### src/rtl/fsf_pkg.sv
package fsf_pkg;

    typedef enum logic [3:0] {
        ST_IDLE,
        ST_PROG,
        ST_PROG_DUMMY,
        ST_ERASE_WIN,
        ST_ERASE_RUN,
        ST_ERASE_DUMMY,
        ST_SUSPENDED,
        ST_SUSP_PROG,
        ST_SUSP_DUMMY,
        ST_FAILED
    } fsf_state_e;

    // States in which a qualified read inverts the toggle flag
    function automatic logic is_busy(fsf_state_e s);
        return !(s == ST_IDLE || s == ST_SUSPENDED);
    endfunction

    // States in which the erase has been committed (window closed)
    function automatic logic is_committed(fsf_state_e s);
        return (s == ST_ERASE_RUN) || (s == ST_ERASE_DUMMY) ||
               (s == ST_SUSPENDED) || (s == ST_SUSP_PROG) ||
               (s == ST_SUSP_DUMMY);
    endfunction

endpackage

### src/rtl/fsf_read_detect.sv
module fsf_read_detect #(
    parameter int unsigned SYNC_STAGES = 2
) (
    input  logic clk,
    input  logic rst_n,
    input  logic ce_n,
    input  logic oe_n,
    input  logic bank_hit,
    output logic rd_evt
);
    logic [SYNC_STAGES-1:0] sync_q;
    logic                   prev_q;

    genvar g;
    generate
        for (g = 0; g < SYNC_STAGES; g++) begin : g_sync
            if (g == 0) begin : g_first
                always_ff @(posedge clk or negedge rst_n) begin
                    if (!rst_n) sync_q[g] <= 1'b1;
                    else        sync_q[g] <= ce_n | oe_n;
                end
            end else begin : g_rest
                always_ff @(posedge clk or negedge rst_n) begin
                    if (!rst_n) sync_q[g] <= 1'b1;
                    else        sync_q[g] <= sync_q[g-1];
                end
            end
        end
    endgenerate

    always_ff @(posedge clk or negedge rst_n) begin
        if (!rst_n) prev_q <= 1'b1;
        else        prev_q <= sync_q[SYNC_STAGES-1];
    end

    assign rd_evt = prev_q & ~sync_q[SYNC_STAGES-1] & bank_hit;

endmodule

### src/rtl/fsf_timer.sv
module fsf_timer #(
    parameter int unsigned CNT_W = 8
) (
    input  logic             clk,
    input  logic             rst_n,
    input  logic             load,
    input  logic [CNT_W-1:0] len,
    input  logic             abort,
    output logic             expire
);
    logic [CNT_W-1:0] cnt_q;
    logic             run_q;

    always_ff @(posedge clk or negedge rst_n) begin
        if (!rst_n) begin
            cnt_q <= '0;
            run_q <= 1'b0;
        end else if (abort) begin
            run_q <= 1'b0;
        end else if (load) begin
            cnt_q <= len - CNT_W'(1);
            run_q <= 1'b1;
        end else if (run_q) begin
            if (cnt_q == '0) run_q <= 1'b0;
            else             cnt_q <= cnt_q - CNT_W'(1);
        end
    end

    assign expire = run_q && (cnt_q == '0);

    // an expiry is a single-cycle event unless the window is restarted
    p_expire_single_r6: assert property (@(posedge clk) disable iff (!rst_n)
        expire && !load |=> !expire);

endmodule

### src/rtl/fsf_ctrl.sv
module fsf_ctrl
    import fsf_pkg::*;
#(
    parameter int unsigned CNT_W           = 8,
    parameter int unsigned PROG_DUMMY_CYC  = 50,
    parameter int unsigned ERASE_DUMMY_CYC = 200,
    parameter int unsigned WIN_CYC         = 100
) (
    input  logic             clk,
    input  logic             rst_n,
    input  logic             cmd_prog,
    input  logic             cmd_sect_erase,
    input  logic             cmd_chip_erase,
    input  logic             cmd_suspend,
    input  logic             cmd_resume,
    input  logic             cmd_reset,
    input  logic             tgt_protected,
    input  logic             alg_done,
    input  logic             alg_timeout,
    input  logic             tmr_expire,
    output logic             tmr_load,
    output logic [CNT_W-1:0] tmr_len,
    output logic             tmr_abort,
    output fsf_state_e       state,
    output logic             limit_bit,
    output logic             window_bit
);
    localparam logic [CNT_W-1:0] LEN_PD = CNT_W'(PROG_DUMMY_CYC);
    localparam logic [CNT_W-1:0] LEN_ED = CNT_W'(ERASE_DUMMY_CYC);
    localparam logic [CNT_W-1:0] LEN_WN = CNT_W'(WIN_CYC);

    fsf_state_e st_q, st_d;
    logic       unprot_q, unprot_d;

    // State register
    always_ff @(posedge clk or negedge rst_n) begin
        if (!rst_n) begin
            st_q     <= ST_IDLE;
            unprot_q <= 1'b0;
        end else begin
            st_q     <= st_d;
            unprot_q <= unprot_d;
        end
    end

    // Next-state and timer-load decision
    always_comb begin
        st_d     = st_q;
        unprot_d = unprot_q;
        tmr_load = 1'b0;
        tmr_len  = '0;
        if (cmd_reset) begin
            st_d = ST_IDLE;
        end else begin
            unique case (st_q)
                ST_IDLE: begin
                    if (cmd_prog) begin
                        if (tgt_protected) begin
                            st_d     = ST_PROG_DUMMY;
                            tmr_load = 1'b1;
                            tmr_len  = LEN_PD;
                        end else begin
                            st_d = ST_PROG;
                        end
                    end else if (cmd_chip_erase) begin
                        if (tgt_protected) begin
                            st_d     = ST_ERASE_DUMMY;
                            tmr_load = 1'b1;
                            tmr_len  = LEN_ED;
                        end else begin
                            st_d = ST_ERASE_RUN;
                        end
                    end else if (cmd_sect_erase) begin
                        st_d     = ST_ERASE_WIN;
                        tmr_load = 1'b1;
                        tmr_len  = LEN_WN;
                        unprot_d = !tgt_protected;
                    end
                end
                ST_PROG: begin
                    if (alg_timeout)   st_d = ST_FAILED;
                    else if (alg_done) st_d = ST_IDLE;
                end
                ST_PROG_DUMMY: begin
                    if (tmr_expire) st_d = ST_IDLE;
                end
                ST_ERASE_WIN: begin
                    if (cmd_sect_erase) begin
                        tmr_load = 1'b1;
                        tmr_len  = LEN_WN;
                        unprot_d = unprot_q | !tgt_protected;
                    end else if (tmr_expire) begin
                        if (unprot_q) begin
                            st_d = ST_ERASE_RUN;
                        end else begin
                            st_d     = ST_ERASE_DUMMY;
                            tmr_load = 1'b1;
                            tmr_len  = LEN_ED;
                        end
                    end
                end
                ST_ERASE_RUN: begin
                    if (alg_timeout)      st_d = ST_FAILED;
                    else if (alg_done)    st_d = ST_IDLE;
                    else if (cmd_suspend) st_d = ST_SUSPENDED;
                end
                ST_ERASE_DUMMY: begin
                    if (tmr_expire) st_d = ST_IDLE;
                end
                ST_SUSPENDED: begin
                    if (cmd_resume) begin
                        st_d = ST_ERASE_RUN;
                    end else if (cmd_prog) begin
                        if (tgt_protected) begin
                            st_d     = ST_SUSP_DUMMY;
                            tmr_load = 1'b1;
                            tmr_len  = LEN_PD;
                        end else begin
                            st_d = ST_SUSP_PROG;
                        end
                    end
                end
                ST_SUSP_PROG: begin
                    if (alg_timeout)   st_d = ST_FAILED;
                    else if (alg_done) st_d = ST_SUSPENDED;
                end
                ST_SUSP_DUMMY: begin
                    if (tmr_expire) st_d = ST_SUSPENDED;
                end
                ST_FAILED: begin
                    st_d = ST_FAILED;
                end
                default: st_d = ST_IDLE;
            endcase
        end
    end

    // Outputs
    always_comb begin
        state      = st_q;
        tmr_abort  = cmd_reset;
        limit_bit  = (st_q == ST_FAILED);
        window_bit = is_committed(st_q);
    end

    // the failure flag only rises after an overrun report
    p_limit_cause_r10: assert property (@(posedge clk) disable iff (!rst_n)
        $rose(limit_bit) |-> $past(alg_timeout));

    // the failure flag holds until a reset command
    p_limit_sticky_r10: assert property (@(posedge clk) disable iff (!rst_n)
        limit_bit && !cmd_reset |=> limit_bit);

    // a sector erase after the window closed does not reopen it
    p_window_hold_r8: assert property (@(posedge clk) disable iff (!rst_n)
        window_bit && cmd_sect_erase && !cmd_reset && !alg_done &&
        !alg_timeout && !tmr_expire |=> window_bit);

    // a reset command clears both flags on the next cycle
    p_reset_clears_r11: assert property (@(posedge clk) disable iff (!rst_n)
        cmd_reset |=> !limit_bit && !window_bit);

endmodule

### src/rtl/fsf_toggle.sv
module fsf_toggle
    import fsf_pkg::*;
(
    input  logic       clk,
    input  logic       rst_n,
    input  logic       rd_evt,
    input  fsf_state_e state,
    output logic       toggle_bit
);
    always_ff @(posedge clk or negedge rst_n) begin
        if (!rst_n)                          toggle_bit <= 1'b0;
        else if (rd_evt && is_busy(state))   toggle_bit <= ~toggle_bit;
    end
endmodule

### src/rtl/flash_status_flags.sv
module flash_status_flags
    import fsf_pkg::*;
#(
    parameter int unsigned PROG_DUMMY_CYC  = 50,
    parameter int unsigned ERASE_DUMMY_CYC = 20000,
    parameter int unsigned WIN_CYC         = 2500,
    parameter int unsigned SYNC_STAGES     = 2
) (
    input  logic clk,
    input  logic rst_n,
    input  logic cmd_prog,
    input  logic cmd_sect_erase,
    input  logic cmd_chip_erase,
    input  logic cmd_suspend,
    input  logic cmd_resume,
    input  logic cmd_reset,
    input  logic tgt_protected,
    input  logic alg_done,
    input  logic alg_timeout,
    input  logic ce_n,
    input  logic oe_n,
    input  logic bank_hit,
    output logic toggle_bit,
    output logic limit_bit,
    output logic window_bit
);
    localparam int unsigned MAX_A = (PROG_DUMMY_CYC > ERASE_DUMMY_CYC) ?
                                    PROG_DUMMY_CYC : ERASE_DUMMY_CYC;
    localparam int unsigned MAX_L = (MAX_A > WIN_CYC) ? MAX_A : WIN_CYC;
    localparam int unsigned CNT_W = $clog2(MAX_L + 1);

    logic             rd_evt;
    logic             tmr_load;
    logic             tmr_abort;
    logic             tmr_expire;
    logic [CNT_W-1:0] tmr_len;
    fsf_state_e       state;

    fsf_read_detect #(.SYNC_STAGES(SYNC_STAGES)) u_rd (
        .clk      (clk),
        .rst_n    (rst_n),
        .ce_n     (ce_n),
        .oe_n     (oe_n),
        .bank_hit (bank_hit),
        .rd_evt   (rd_evt)
    );

    fsf_timer #(.CNT_W(CNT_W)) u_tmr (
        .clk    (clk),
        .rst_n  (rst_n),
        .load   (tmr_load),
        .len    (tmr_len),
        .abort  (tmr_abort),
        .expire (tmr_expire)
    );

    fsf_ctrl #(
        .CNT_W           (CNT_W),
        .PROG_DUMMY_CYC  (PROG_DUMMY_CYC),
        .ERASE_DUMMY_CYC (ERASE_DUMMY_CYC),
        .WIN_CYC         (WIN_CYC)
    ) u_ctrl (
        .clk            (clk),
        .rst_n          (rst_n),
        .cmd_prog       (cmd_prog),
        .cmd_sect_erase (cmd_sect_erase),
        .cmd_chip_erase (cmd_chip_erase),
        .cmd_suspend    (cmd_suspend),
        .cmd_resume     (cmd_resume),
        .cmd_reset      (cmd_reset),
        .tgt_protected  (tgt_protected),
        .alg_done       (alg_done),
        .alg_timeout    (alg_timeout),
        .tmr_expire     (tmr_expire),
        .tmr_load       (tmr_load),
        .tmr_len        (tmr_len),
        .tmr_abort      (tmr_abort),
        .state          (state),
        .limit_bit      (limit_bit),
        .window_bit     (window_bit)
    );

    fsf_toggle u_tog (
        .clk        (clk),
        .rst_n      (rst_n),
        .rd_evt     (rd_evt),
        .state      (state),
        .toggle_bit (toggle_bit)
    );

    // the toggle flag never moves without a synchronised read event
    p_toggle_needs_read_r2: assert property (@(posedge clk) disable iff (!rst_n)
        !rd_evt |=> $stable(toggle_bit));

endmodule

### config.mk
export PLATFORM = sky130hd
export DESIGN_NAME = flash_status_flags
export DESIGN_NICKNAME = d
export VERILOG_FILES = /design/src/rtl/fsf_pkg.sv /design/src/rtl/fsf_read_detect.sv /design/src/rtl/fsf_timer.sv /design/src/rtl/fsf_ctrl.sv /design/src/rtl/fsf_toggle.sv /design/src/rtl/flash_status_flags.sv
export SDC_FILE = /design/constraint.sdc
export NUM_CORES = 1
export LEC_CHECK = 0
export BUFFER_PORTS_ARGS = -buffer_cell sky130_fd_sc_hd__buf_2
export CAP_MARGIN = 5
export CELL_PAD_IN_SITES_DETAIL_PLACEMENT = 1
export CELL_PAD_IN_SITES_GLOBAL_PLACEMENT = 2
export CORE_ASPECT_RATIO = 1.2
export CORE_MARGIN = 1.5
export CORE_UTILIZATION = 32
export DETAILED_ROUTE_END_ITERATION = 7
export HOLD_SLACK_MARGIN = 0.15
export PLACE_DENSITY_LB_ADDON = 0.25
export SYNTH_ARGS = -nofsm -noshare
export SYNTH_HDL_FRONTEND = slang
export SYNTH_SLANG_ARGS = --single-unit
### constraint.sdc
create_clock -name clk -period 2.96 [get_ports clk]
set_input_delay 0.148 -clock clk [delete_from_list [all_inputs] [get_ports clk]]
set_output_delay 0.148 -clock clk [all_outputs]
set_load 0.005 [all_outputs]
* Word level (Yosys, flattened, before mapping)
Cells that the tools add are included.
** Word-level totals
- Register bits :: 25
- Input bits :: 14
- Output and inout port bits :: 3
- Logic and storage cells :: 114
** Cells by class
- $add $sub $neg :: 2
- Equality and inequality tests :: 23
- Mux-type cells :: 57
- Bitwise operators :: 7
- Reductions and logical operators :: 17
** Operators with widths (count)
- two-way mux 15 bit :: 11
- two-way mux 4 bit :: 18
- one-hot mux 15 bit (3 select lines) :: 1
- one-hot mux 4 bit (9 select lines) :: 1
- subtractor 15 x 1 -> 15 bit (second input constant) :: 2
- two-way mux 1 bit :: 20
- equality test 4 x 3 -> 1 bit (second input constant) :: 4
- zero test 15 bit :: 1
- two-way mux 12 bit :: 1
- two-way mux 6 bit :: 2
- inequality test 4 bit (second input constant) :: 3
- inequality test 2 bit (second input constant) :: 5
- inequality test 5 bit (second input constant) :: 2
- inequality test 3 bit (second input constant) :: 3
- AND reduction 9 bit :: 1
- equality test 4 x 2 -> 1 bit (second input constant) :: 2
- equality test 4 bit (second input constant) :: 2
- AND reduction 6 bit :: 1
- logical OR 1 bit :: 5
- equality test 4 x 1 -> 1 bit (second input constant) :: 1
- zero test 4 bit :: 1
- nonzero test 2 bit :: 2
- inequality test 3 x 1 -> 1 bit (second input constant) :: 1
- NOT 1 bit :: 3
- 9 further kinds :: 13

* Longest topological paths before layout
- Depth after elaboration :: 8
- Mapped depth :: 10
- Depth with buffers taken out :: 8

* Modules after synthesis
Synthesis repeated with hierarchy kept, for this count alone.
** Second synthesis, totals
- Cell total of the unflattened synthesis :: 292
- Area, all modules :: 2424.8 um^2
** Modules (own cells, without submodules)
- fsf_timer :: instances 1, cells an instance 175, area each 1468.9 um^2, sequential area each 400.4 um^2
- fsf_ctrl :: instances 1, cells an instance 108, area each 807.0 um^2, sequential area each 125.1 um^2
- fsf_read_detect :: instances 1, cells an instance 5, area each 93.8 um^2, sequential area each 78.8 um^2
- fsf_toggle :: instances 1, cells an instance 4, area each 55.1 um^2, sequential area each 25.0 um^2

* Worst setup path after synthesis
OpenSTA, ideal clock, no wires.
- Path kind :: register -> register
- Start point :: reg u_ctrl.st_q[0], in the netlist u_ctrl.state[0]
- End point :: reg u_tmr.cnt_q[14]
- Library setup time :: 119 ps
- Data arrival time :: 2564 ps
- Required time :: 2841 ps
- Slack :: 278 ps
- Cell stages (with the launch flop) :: 10
- Path buffers :: 2
- Clock period less this slack :: 2682 ps
- Cells stage by stage :: dfrtp_1 -> buf_6 -> or4_4 -> buf_6 -> o32ai_4 -> a211o_2 -> and4_4 -> o2bb2ai_2 -> or4b_4 -> o21a_1
** Between the ends
- Cells in the longest elaborated chain, start to end :: 5
- Elaborated cells between the ends (all ways) :: 12
- Those cells by class :: 1 x add/sub; 3 x eq/ne; 5 x mux; 3 x reduce/logical
** Ends and longest elaborated chain
- start: declaration :: RTL line fsf_ctrl.sv:32 : fsf_state_e st_q, st_d;
- start signal: assignment :: RTL line fsf_ctrl.sv:41 : st_q <= st_d;
- equality test 4 x 3 -> 1 bit, or another cell as far along :: RTL line fsf_ctrl.sv:55 : unique case (st_q)
- one-hot mux 15 bit (3 select lines) / one-hot mux 1 bit (3 select lines) (equally long branches) :: RTL line fsf_ctrl.sv:55
- two-way mux 15 bit / two-way mux 1 bit (equally long branches) :: RTL line fsf_ctrl.sv:52 : if (cmd_reset) begin
- subtractor 15 x 1 -> 15 bit, or another cell as far along :: RTL line fsf_timer.sv:21 : cnt_q <= len - CNT_W'(1);
- two-way mux 15 bit / AND reduction 3 bit (equally long branches)
- end signal: assignment :: RTL line fsf_timer.sv:21
- end signal: assignment :: RTL line fsf_timer.sv:25 : else cnt_q <= cnt_q - CNT_W'(1);
- end: declaration :: RTL line fsf_timer.sv:11 : logic [CNT_W-1:0] cnt_q;
Parallel ways exist; a longest one is shown, timed or not.
A chain may end at the register's enable or synchronous reset.

* Worst setup path after layout
- Start point :: reg u_ctrl.st_q[1], in the netlist u_ctrl.state[1]
- End point :: reg u_tmr.cnt_q[14]
The elaborated chain is that of the path after synthesis.

==> impl_results.md <==
* Async set-reset flop share out of synthesis at 100.0%
* Max-Cap Viols at 0
* Total Nets Final at between 200 and 250
* DR WL/cell at 18.44 um
* Starting Density at 33.50%
* Mapped Cells at around 200
* Status: finished clean
* Input/output buffers at 16
* CTS tree: done
* Cell area after layout at between 2000 and 2500 um2
* Maximum vdd drop at around 0.00028 V
* Final cell count without fillers at 286
* Via count at around 1700
* Placed cell area at slightly below 2000 um2
* Starting DRT DRC Count at 57
* Leading cell types in the layout, fill and taps excluded: 22 x dfrtp_1, 16 x nor2_1, 16 x nand2_1, 16 x buf_2, 12 x nor3_1
* Die H at ~85 um
* Worst path required time at roughly 3100 ps
* Worst Path Buf+Inv at 0
* Largest net degree at the start of global routing at 26
* Crit path max-delay family: simple AND/OR/NAND/NOR gates
* Global route total overflow at 0
* Global-route wire length before repair at 8.983 mm
* Max Slew Vio Count at 0
* Worst-Margin Slew at around 590 ps
* Avg Cell Area, Syn at between 8 and 9 um2
* Fmax at ~350 MHz
* Util after Layout at a little under two fifths
* Number of fill cells at around 660
* # setup viols final at 0
* Routed Antenna Nets at 0
* Clock slew at reported path FFs at roughly 90 ps
* Layout cells sized above 1 at 19.20%
* Clk root buf: clkbuf_8
* Hold Crit Class: input pin to register
* Drt first pass iters at 6
* RSZ-0062 raised after global routing: false
* Final RePlAce weighted congestion at 0.8007
* Register bit total from synthesis at 25
* Core area at 5370 um2
* Cell area after synthesis at 1799 um2
* Worst-path fanout max at 10
* CTS max path bufs at 2
* Die ar. at just over 6000 um2
* Crit-path slowest cell: or4bb_1
* Leakage at 0.8588 nW
* Ports at 17
* Num CTS Buffers at 3
* Skew-Pair Late Insertion Delay at between 200 and 300 ps
* CP Launch Point: u_ctrl.state[1]$_DFFE_PN0P_
* Skew final at ~4.2 ps
* Post-CTS Setup Repair Bufs at 0
* Slew headroom at ~60%
* Num rows at 29
* Kind of critical path: register to register
* Cell Chain, Critical Path: or4bb_1 -> nor4_2 -> a211o_2 -> and4_4 -> o2bb2ai_2 -> or4b_4 -> o21a_1
* Setup TNS at 0 ps
* Gr usage total at around a fifth
* Pwr dens at about 880 nW/um2
* Fin crit period at approximately 2800 ps
* Number of global-route vias before repair at 1811
* Final wirelength at 5.275 mm
* Area Overhead vs Synth at 13.49%
* CTS Sinks at 25
* Sequential share of the synthesized area at about a third
* DRC viols at 0
* Commonest non-fill, non-tap cell in the layout: dfrtp_1
* Reg2reg start: u_ctrl.state[1]$_DFFE_PN0P_
* Source of the worst hold timing path: tgt_protected
* CP arrival at between 3000 and 4000 ps
* Vias per Instance at between 5 and 6
* DP Cell Count at roughly 280
* Top FF cell, synth: dfrtp_1
* Die W at 71.45 um
* CP max stage delay at 560 ps
* Total number of yosys warnings at 0
* Post-route clock period utilization at a little over nine tenths
* Antenna diodes at 0
* Setup crit end kind: register
* Post-synth EDFFs at 0
* Number of hold violations in the final report at 0
* PnR Total Power at 1.787 mW
* Initial antenna violation count at 0
* Post-DP HPWL at about 4.2 mm
* H-Tree Depth at 1
* Synth cell types at 63
* Startpoint Class: register
* Net Count, Synth at around 220
[synthesized netlist by cell type, drive strengths merged (5+ instances only)]
cell type  count  area share, %
mux2i          6            3.3
o21ai         13            3.6
clkbuf         7            1.5
buf            6            2.3
dfrtp         22             31
nand2         16            3.3
or4            5            2.3
a21oi         10            2.8
inv            8            1.7
nand2b         5            1.7
nor3          13            3.9
nor2          16            3.3
[logic make-up (layout without fill, tap and decap cells)]
family | Yosys count | in the layout | share of synthesized area, %
buf+inv | 21 | 40 | 5.424
simple gates | 85 | 85 | 27.47
flops | 25 | 25 | 34.98
mux | 6 | 6 | 3.338
xor+xnor | 5 | 5 | 2.434
compound gates | 63 | 63 | 26.36
[registers in the layout, summed over array words and instances (netlist names)]
name              flops
u_tmr.run_q           1
u_tog.toggle_bit      1
u_rd.sync_q           2
u_ctrl.state          4
u_ctrl.unprot_q       1
u_rd.prev_q           1
u_tmr.cnt_q          15
[final cells by class]
class	count	area [um2]	share of cell area [%]
Timing Repair Buffer	28	177.7	8.701
Clock inverter	1	7.507	0.3676
Multi-Input combinational cell	159	1079	52.82
Sequential cell	25	629.4	30.82
Clock buffer	3	41.29	2.022
Tap cell	62	77.57	3.799
Inverter	8	30.03	1.471
[through the flow]
| stage | hold slack, ps | setup WS (ps) |
|---|---|---|
| after floorplan | -147.6 | 277.7 |
| after global placement | 194.6 | 230.9 |
| after detailed placement | 198.9 | 134.6 |
| after CTS | 207.1 | 126.4 |
| after global routing | 229.3 | 26.24 |
| final | 208.9 | 121.7 |
[layer usage]
metal	global-route usage (%)	vias up	part of all wire, %	wire length [um]
met5	0	-	0	0
met4	7.204	0	2.5	133
met3	2.494	9	1.6	82
met2	34.58	18	53	2801
met1	21.97	841	43	2258
li1	-	818	-	-
[where the power goes]
part	internal (mW)	switching (mW)
Combinational	0.412	0.569
Sequential	0.463	0.128
Clock	0.0958	0.120
Total	0.971	0.817
[path summary, 6_finish.rpt]
kind,endpoint,slack [ps],cells after the start
max,u_tmr.cnt_q[14]$_DFFE_PN0P_,120,7
min,u_ctrl.unprot_q$_DFFE_PN0P_,210,2
max reg2reg,u_tmr.cnt_q[14]$_DFFE_PN0P_,120,7
min reg2reg,u_rd.sync_q[1]$_DFF_PN1_,370,0
max in group asynchronous,u_tmr.cnt_q[1]$_DFFE_PN0P_,2170,2
min in group asynchronous,u_ctrl.unprot_q$_DFFE_PN0P_,400,2
[worst reg2reg max path, delay by kind of cell, from the launching register on]
kind / cells / cell delay [ps]
AND/OR/NAND/NOR: 4 / 1650
flip-flops: 1 / 530
AO/OA/AOI/OAI: 3 / 550
[repair_timing]
item,in CTS,in global routing
hold endpoints to repair,23,0
hold buffers,3,0
setup endpoints to repair,0,2
resized for setup,0,1
(Power assumes the default switching activity.)
